$ cat config.mk
export PLATFORM = sky130hd
export DESIGN_NAME = audioCmdSlave
export DESIGN_NICKNAME = d
export VERILOG_FILES = /design/src/rtl/audioCmdPkg.sv /design/src/rtl/audioBusCtrl.sv /design/src/rtl/audioRegBank.sv /design/src/rtl/audioCmdSlave.sv
export SDC_FILE = /design/constraint.sdc
export NUM_CORES = 1
export LEC_CHECK = 0
export BUFFER_PORTS_ARGS = -buffer_cell sky130_fd_sc_hd__buf_2
export CAP_MARGIN = 30
export CORE_AREA = 2 2 68 102
export CTS_CLUSTER_DIAMETER = 60
export DETAILED_ROUTE_END_ITERATION = 8
export DIE_AREA = 0 0 70 104
export HOLD_SLACK_MARGIN = 0.05
export PLACE_DENSITY = 0.76
export SYNTH_ARGS = -nofsm -noshare
export SYNTH_HDL_FRONTEND = slang
export SYNTH_SLANG_ARGS = --single-unit
$ cat constraint.sdc
create_clock -name clk -period 2.1 [get_ports clk]
set_input_delay 0.42 -clock clk [delete_from_list [all_inputs] [get_ports clk]]
set_output_delay 0.42 -clock clk [all_outputs]
set_load 0.02 [all_outputs]
$ cat src/rtl/audioCmdPkg.sv
package audioCmdPkg;
  localparam int NUM_VOL  = 2;
  localparam int NUM_TONE = 3;
  localparam int NUM_REGS = NUM_VOL + NUM_TONE + 1;
  localparam int TONE_W   = 5;
  localparam int STB_TONE = NUM_VOL;
  localparam int STB_MUX  = NUM_VOL + NUM_TONE;

  typedef enum logic [1:0] {
    SM_SLOW = 2'd0,
    SM_FAST = 2'd1,
    SM_OFF  = 2'd2
  } softMode_e;

  // strobe bundle from bus control to register datapath
  typedef struct packed {
    logic       byteValid;
    logic [7:0] byteData;
  } busCmd_t;
endpackage

$ cat src/rtl/audioBusCtrl.sv
module audioBusCtrl
  import audioCmdPkg::*;
#(
  parameter int FILT_LEN = 3,
  parameter logic [5:0] ADDR_HI = 6'b100001
) (
  input  logic    clk,
  input  logic    rstN,
  input  logic    sclIn,
  input  logic    sdaIn,
  input  logic    addrStrap,
  output busCmd_t cmd,
  output logic    sdaOe
);
  localparam int CNT_W = $clog2(FILT_LEN) + 1;

  typedef enum logic [2:0] {
    ST_IDLE, ST_ADDR, ST_DATA, ST_ACK_WAIT, ST_ACK, ST_SKIP
  } busState_e;

  logic [1:0] rawIn;
  logic [1:0] filtV;
  assign rawIn = {sdaIn, sclIn};

  // per line: two-flop synchronizer then persistence filter
  for (genvar g = 0; g < 2; g++) begin : gLine
    logic [1:0]       syncQ;
    logic [CNT_W-1:0] cnt;
    logic             filt;
    always_ff @(posedge clk or negedge rstN) begin
      if (!rstN) begin
        syncQ <= 2'b11;
        cnt   <= '0;
        filt  <= 1'b1;
      end else begin
        syncQ <= {syncQ[0], rawIn[g]};
        if (syncQ[1] == filt) begin
          cnt <= '0;
        end else if (cnt == CNT_W'(FILT_LEN - 1)) begin
          filt <= syncQ[1];
          cnt  <= '0;
        end else begin
          cnt <= cnt + 1'b1;
        end
      end
    end
    assign filtV[g] = filt;
  end

  logic sclF, sdaF, sclQ, sdaQ;
  assign sclF = filtV[0];
  assign sdaF = filtV[1];

  logic sclRise, sclFall, startDet, stopDet;
  assign sclRise  = sclF & ~sclQ;
  assign sclFall  = ~sclF & sclQ;
  assign startDet = sclF & sclQ & sdaQ & ~sdaF;
  assign stopDet  = sclF & sclQ & ~sdaQ & sdaF;

  busState_e  state;
  logic [2:0] bitCnt;
  logic [7:0] shiftQ;
  logic [7:0] nextByte;
  assign nextByte = {shiftQ[6:0], sdaF};

  always_ff @(posedge clk or negedge rstN) begin
    if (!rstN) begin
      sclQ   <= 1'b1;
      sdaQ   <= 1'b1;
      state  <= ST_IDLE;
      bitCnt <= '0;
      shiftQ <= '0;
      sdaOe  <= 1'b0;
      cmd    <= '0;
    end else begin
      sclQ          <= sclF;
      sdaQ          <= sdaF;
      cmd.byteValid <= 1'b0;
      if (stopDet) begin
        state <= ST_IDLE;
        sdaOe <= 1'b0;
      end else if (startDet) begin
        state  <= ST_ADDR;
        bitCnt <= '0;
        sdaOe  <= 1'b0;
      end else begin
        unique case (state)
          ST_ADDR, ST_DATA: if (sclRise) begin
            shiftQ <= nextByte;
            bitCnt <= bitCnt + 1'b1;
            if (bitCnt == 3'd7) begin
              if (state == ST_ADDR) begin
                state <= (nextByte == {ADDR_HI, addrStrap, 1'b0}) ? ST_ACK_WAIT : ST_SKIP;
              end else begin
                cmd.byteValid <= 1'b1;
                cmd.byteData  <= nextByte;
                state         <= ST_ACK_WAIT;
              end
            end
          end
          ST_ACK_WAIT: if (sclFall) begin
            sdaOe <= 1'b1;
            state <= ST_ACK;
          end
          ST_ACK: if (sclFall) begin
            sdaOe  <= 1'b0;
            bitCnt <= '0;
            state  <= ST_DATA;
          end
          default: ;
        endcase
      end
    end
  end
endmodule

$ cat src/rtl/audioRegBank.sv
module audioRegBank
  import audioCmdPkg::*;
(
  input  logic                                clk,
  input  logic                                rstN,
  input  busCmd_t                             cmd,
  output logic [NUM_VOL-1:0][2:0]             volCoarse,
  output logic [NUM_VOL-1:0][2:0]             volFine,
  output logic [NUM_VOL-1:0]                  volMute,
  output logic [NUM_TONE-1:0][TONE_W-1:0]     toneLvl,
  output logic [1:0]                          inputSel,
  output softMode_e                           softMode,
  output logic [NUM_REGS-1:0]                 updStrobe
);
  localparam logic [TONE_W-1:0] TONE_RESET = TONE_W'(-14);

  logic [7:0]          b;
  logic [NUM_REGS-1:0] hit;
  assign b = cmd.byteData;

  function automatic logic [TONE_W-1:0] toneDecode(input logic [4:0] f);
    logic [TONE_W-1:0] mag;
    mag = (f[3:0] == 4'hF) ? TONE_W'(14) : TONE_W'(f[3:0]);
    return f[4] ? (~mag + 1'b1) : mag;
  endfunction

  for (genvar v = 0; v < NUM_VOL; v++) begin : gVol
    assign hit[v] = cmd.byteValid & ~b[7] & (b[0] == v[0]);
    always_ff @(posedge clk or negedge rstN) begin
      if (!rstN) begin
        volCoarse[v] <= 3'd7;
        volFine[v]   <= 3'd0;
        volMute[v]   <= 1'b1;
      end else if (hit[v]) begin
        volCoarse[v] <= b[6:4];
        volFine[v]   <= b[3:1];
        volMute[v]   <= (b[6:4] >= 3'd6);
      end
    end
  end

  for (genvar t = 0; t < NUM_TONE; t++) begin : gTone
    assign hit[STB_TONE+t] = cmd.byteValid & b[7] & (b[6:5] == t[1:0]);
    always_ff @(posedge clk or negedge rstN) begin
      if (!rstN) toneLvl[t] <= TONE_RESET;
      else if (hit[STB_TONE+t]) toneLvl[t] <= toneDecode(b[4:0]);
    end
  end

  assign hit[STB_MUX] = cmd.byteValid & (&b[7:5]);

  always_ff @(posedge clk or negedge rstN) begin
    if (!rstN) begin
      inputSel  <= 2'b11;
      softMode  <= SM_OFF;
      updStrobe <= '0;
    end else begin
      updStrobe <= hit;
      if (hit[STB_MUX]) begin
        if (b[3:2] != 2'b00) inputSel <= b[3:2];
        softMode <= b[1] ? SM_OFF : (b[0] ? SM_FAST : SM_SLOW);
      end
    end
  end
endmodule

$ cat src/rtl/audioCmdSlave.sv
module audioCmdSlave
  import audioCmdPkg::*;
#(
  parameter int FILT_LEN = 3
) (
  input  logic       clk,
  input  logic       rstN,
  input  logic       sclIn,
  input  logic       sdaIn,
  input  logic       addrStrap,
  output logic       sdaOe,
  output logic [2:0] vol1Coarse,
  output logic [2:0] vol1Fine,
  output logic       vol1Mute,
  output logic [2:0] vol2Coarse,
  output logic [2:0] vol2Fine,
  output logic       vol2Mute,
  output logic [4:0] trebleLvl,
  output logic [4:0] middleLvl,
  output logic [4:0] bassLvl,
  output logic [1:0] inputSel,
  output logic [1:0] softMuteMode,
  output logic [5:0] updStrobe
);
  busCmd_t                            cmd;
  logic [NUM_VOL-1:0][2:0]            volCoarse, volFine;
  logic [NUM_VOL-1:0]                 volMute;
  logic [NUM_TONE-1:0][TONE_W-1:0]    toneLvl;
  softMode_e                          softMode;

  audioBusCtrl #(.FILT_LEN(FILT_LEN)) ctrl_i (
    .clk(clk), .rstN(rstN), .sclIn(sclIn), .sdaIn(sdaIn),
    .addrStrap(addrStrap), .cmd(cmd), .sdaOe(sdaOe)
  );

  audioRegBank regs_i (
    .clk(clk), .rstN(rstN), .cmd(cmd),
    .volCoarse(volCoarse), .volFine(volFine), .volMute(volMute),
    .toneLvl(toneLvl), .inputSel(inputSel), .softMode(softMode),
    .updStrobe(updStrobe)
  );

  assign vol1Coarse   = volCoarse[0];
  assign vol1Fine     = volFine[0];
  assign vol1Mute     = volMute[0];
  assign vol2Coarse   = volCoarse[1];
  assign vol2Fine     = volFine[1];
  assign vol2Mute     = volMute[1];
  assign trebleLvl    = toneLvl[0];
  assign middleLvl    = toneLvl[1];
  assign bassLvl      = toneLvl[2];
  assign softMuteMode = softMode;
endmodule

Word level (Yosys, flattened, before mapping)
Cells that the tools add are included.
{"block": "totals", "regBits": 76, "in_bits": 5, "out_inout_bits": 40, "elab_cells": 124}
{"block": "classes", "addsub": 4, "n_lt_le_gt_ge": 1, "eq_ne": 19, "muxes": 32, "n_bitwise": 27, "n_reduce_logical": 15}
{"cell": "9-bit 2-to-1 mux", "n": 6}
{"cell": "3-bit 2-to-1 mux", "n": 15}
{"cell": "4-bit by 1-bit inequality test with 1-bit output (second input constant)", "n": 4}
{"cell": "1-bit AND", "n": 15}
{"cell": "3-bit by 2-bit equality test with 1-bit output (second input constant)", "n": 4}
{"cell": "1-bit NOT", "n": 11}
{"cell": "3-bit by 1-bit adder with 3-bit output (second input constant)", "n": 3}
{"cell": "3-bit case mux with 3 select lines", "n": 1}
{"cell": "8-bit equality test", "n": 1}
{"cell": "4-bit AND reduction", "n": 2}
{"cell": "3-bit equality test (second input constant)", "n": 2}
{"cell": "3-bit by 1-bit inequality test with 1-bit output (second input constant)", "n": 2}
{"cell": "3-bit case mux with 2 select lines", "n": 1}
{"cell": "2-bit AND reduction", "n": 3}
{"cell": "3-bit AND reduction", "n": 2}
{"cell": "6-bit AND reduction", "n": 1}
{"cell": "5-bit by 1-bit adder with 5-bit output (second input constant)", "n": 1}
{"cell": "1-bit 2-to-1 mux", "n": 5}
{"cell": "5-bit 2-to-1 mux", "n": 1}
{"cell": "5-bit NOT", "n": 1}
{"cell": "5-bit AND reduction", "n": 1}
{"cell": "5-bit nonzero test", "n": 1}
{"cell": "4-bit equality test (second input constant)", "n": 1}
{"cell": "4-bit 2-to-1 mux", "n": 1}
{"cell": "12 further kinds", "n": 13}

Longest topological paths before layout
{"block": "depth", "word_depth": 8, "ltp_mapped": 7, "ltp_nobuf": 6}

Cells and area by module
A second synthesis with hierarchy kept.
{"block": "hier_totals", "cells_unflattened": 262, "hier_area_um2": 3221.8}
{"mod": "audioBusCtrl", "instances": 1, "cells_each": 141, "area_each_um2": 1701.6, "seq_area_each_um2": 935.9}
{"mod": "audioRegBank", "instances": 1, "cells_each": 121, "area_each_um2": 1520.2, "seq_area_each_um2": 997.2}

Worst setup path after synthesis
No wires, ideal clock.
{"block": "synth_timing", "path_kind": "register -> register", "startpoint": "register ctrl_i.bitCnt[0]", "endpoint": "register ctrl_i.cmd[0] (netlist name)", "setup_ps": 125, "t_arrival_ps": 1519, "t_required_ps": 1975, "slack_ps": 456, "stages_incl_launch_ff": 7, "n_path_buf": 1, "period_less_slack_ps": 1644, "path_cell_list": "dfrtp_1 -> ha_1 -> ha_1 -> and3b_1 -> clkbuf_1 -> nand3_2 -> mux2_2"}
{"block": "synth_via", "elab_chain_len": 2}
{"element": "start, declared", "line": "audioBusCtrl.sv:61", "source": "logic [2:0] bitCnt;"}
{"element": "start signal, assigned", "line": "audioBusCtrl.sv:90", "source": "bitCnt <= bitCnt + 1'b1;"}
{"element": "3-bit equality test", "line": "audioBusCtrl.sv:91", "source": "if (bitCnt == 3'd7) begin"}
{"element": "6-bit AND reduction (no source line)"}
No other way between the ends.
A chain may end at the register's enable or synchronous reset.

Worst setup path after layout
{"block": "layout_timing", "startpoint": "register ctrl_i.bitCnt[0]", "endpoint": "register ctrl_i.state[2]"}
{"block": "layout_via", "elab_chain_len": 3}
{"element": "3-bit equality test", "line": "audioBusCtrl.sv:91"}
{"element": "4-bit by 1-bit inequality test with 1-bit output (no source line)"}
{"element": "5-bit AND reduction (no source line)"}
{"element": "end signal, assigned", "line": "audioBusCtrl.sv:93", "source": "state <= (nextByte == {ADDR_HI, addrStrap, 1'b0}) ? ST_ACK_WAIT : ST_SKIP;"}
{"element": "end, declared", "line": "audioBusCtrl.sv:60", "source": "busState_e state;"}
No other way between the ends.

==> results.cfg <==
[outcome]
status = completed

[worst_setup_path]
crit_path_end_kind = register
worstSetupStartpoint = ctrl_i.bitCnt[0]
crit_arrival_ns = 1.94
rr_worst_depth = 6
startpoint_type = register
reg2reg_from = ctrl_i.bitCnt[0]
r2r_slack_ns = 0.39
critPathKind = register to register
cp_max_fo = 5
required_ns = 2.33
endpoint = ctrl_i.state[2]
r2r_end = ctrl_i.state[2]

[cells_and_area]
area_growth_pct = 14.9
n_antenna_cell = 0
fin_area_sq_um = 3630
final_core_util_pct = 56.7
fillers = 540
nets = 305
stdcell_count = 379
drive_gt1_share_pct = 40.6

[cts]
clk_path_buf_depth = 2
cts_tree = done
cts_num_sinks = 76
h-tree-depth = 3
cts_hold_buf = 0
cts_inserted_buffers = 9
clockRootBuffer = clkbuf_8
clk_latency_ns = 0.35
path_clk_slew_ns = 0.08
cts_setup_buffers = 0
post_cts_resized = 0

[route]
wl_per_cell_microns = 14.6
drt-total-wl_mm = 5.55
first_pass_iters = 4
vias_per_cell = 5.36
drt_iter0_drc = 150
vias = 2032
drc = 0
antenna_left = 0

[synth]
synth_edf_count = 0
async_flop_share_pct = 100
yosys_warnings = 0
synth.top_cell.area_share_pct = 40.4
syn-num-nets = 260
postSynthCellCount = 253
yosys-top-cells-count = dfrtp_1, mux2_2, nand2_1
synth-seq-area-share_pct = 61.2
yosysTopAreaCell = dfrtp_1
synth.most_common_cell = dfrtp_1
synthesis.area_sq_um = 3160
synth_area_leaders = dfrtp_1, dfstp_2, mux2_2
ys.flop_type = dfrtp_1
synth.avg_cell_area_sq_um = 12.5
ys_ff_latch = 76
ys_types = 40

[sta]
tightest_slew_ns = 0.589
fin_worst_skew_ns = 0.00771
min_period_ns = 1.71
fmax_mhz = 585
slew_viol_final = 0
finalHoldViolations = 0
slew-limit-headroom_pct = 60.6
rsz0062_at_grt = false
final.period_utilization_pct = 81.4
holdWs_ns = 0.0769
setup_tns_ns = 0
fin_ws_ns = 0.391
setup_viol = 0

[min_path]
hp-class = primary input to asynchronous set/reset pin

[power_and_ir_drop]
pwr-share-comb_pct = 19.9
ir_worst_vdd_uv = 474
p_per_area_nw_per_um2 = 1030
sw_frac_of_total_pct = 30.6
seq_power_share_pct = 53.2
p_leak_nw = 1.75
switchingPower_mw = 1.14
p_int_mw = 2.60
power_mw = 3.74
p_clk_share_pct = 26.9

[floorplanning]
die_h_microns = 104
num_rows = 36
die_w_microns = 70
die-area_sq_um = 7280
ios = 45
core-area_sq_um = 6400
initial_core_util_pct = 49.4

[placement]
pre_cts_ws_ns = 0.408
portBuffers = 44
gp_congestion = 0.746
dpl.hpwl_mm = 3.86
placed_area_sq_um = 3450
place_inst = 363

[global_routing]
grt_util_all_layers_pct = 16.7
antenna_found_initial = 0
first_global_vias = 1971
grt_pass1_wl_mm = 9.57
grt_max_degree = 77
grt_remaining_overflow = 0

[flow_run]
maxCapViolations = 0
==> power groups by stage <==
stage                     logic (mW)  registers (mW)  clock network [mW]
after global routing           0.836            2.04                1.12
final                          0.746            1.99                1.01
after global placement         0.729            2.00                   0
after floorplan                0.736            1.84                   0
after detailed placement       0.756            2.01                   0
after CTS                      0.759            1.99                1.04
==> cells in the final DEF, fill, tap and decap left out, drive strengths merged, types with 3 or more instances in the layout <==
cell type  instances
buf               47
a22o               4
nand2             29
nor3b              3
xor2               5
nor2               7
inv                8
nand3b             5
a21oi              3
mux2              33
clkbuf            12
xnor2              4
nor4b              3
o21ai             23
nor2b              4
dfstp             25
nand3              7
dfrtp             51
clkinv             4
==> registers in the layout, indices dropped and copies added, names as in the netlist <==
name                cells
regs_i.volFine          6
ctrl_i.sdaOe            1
regs_i.volCoarse        6
ctrl_i.cmd              9
regs_i.volMute          2
ctrl_i.state            3
ctrl_i.bitCnt           3
ctrl_i.shiftQ           7
ctrl_i.gLine.cnt        6
regs_i.softMode         2
ctrl_i.sdaQ             1
ctrl_i.gLine.syncQ      4
regs_i.updStrobe        6
regs_i.toneLvl         15
ctrl_i.gLine.filt       2
ctrl_i.sclQ             1
regs_i.inputSel         2
==> layer usage <==
| layer | global-route usage [%] | wire length (microns) |
|---|---|---|
| met1 | 19.5 | 2320 |
| met2 | 27.5 | 2880 |
| met3 | 6.40 | 237 |
| met4 | 6.59 | 112 |
| met5 | 0 | 0 |
==> worst max-delay path, stage by stage, from the launching register on <==
cell and delay, ns:
dfrtp_1 0.40, ha_1 0.20, ha_1 0.18, and3b_1 0.22, a32oi_1 0.26, o21ai_1 0.11
a32o_1 0.22
==> worst min path at each step <==
stage | from | endpoint | slack, ns
finish | rstN | regs_i.updStrobe[1] | 0.08
detailed placement | ctrl_i.gLine[1].syncQ[0] | ctrl_i.gLine[1].syncQ[1] | 0.35
floorplan | rstN | ctrl_i.bitCnt[0] | 0.12
global route | rstN | regs_i.updStrobe[1] | 0.12
CTS | rstN | regs_i.updStrobe[1] | 0.1
global placement | ctrl_i.gLine[0].syncQ[0] | ctrl_i.gLine[0].syncQ[1] | 0.35
==> final cells by class <==
cell class                      instances  area, sq um  area share (%)
Sequential cell                        76         1930            53.3
Inverter                                8         30.0           0.828
Timing Repair Buffer                   47          255            7.04
Clock inverter                          4         23.8           0.655
Tap cell                               76         95.1            2.62
Multi-Input combinational cell        156         1130            31.3
Clock buffer                           12          155            4.28
==> logic make-up (layout without fill, tap and decap cells) <==
group | Yosys count | count (layout) | synth area share, %
flops | 76 | 76 | 61.2
compound gates | 42 | 42 | 8.32
buf+inv | 21 | 71 | 2.81
xor+xnor | 9 | 9 | 2.50
simple gates | 68 | 68 | 11.9
mux | 35 | 35 | 12.4
fa+ha+maj | 2 | 2 | 0.793
No activity file was read; power rests on OpenSTA's default activity.
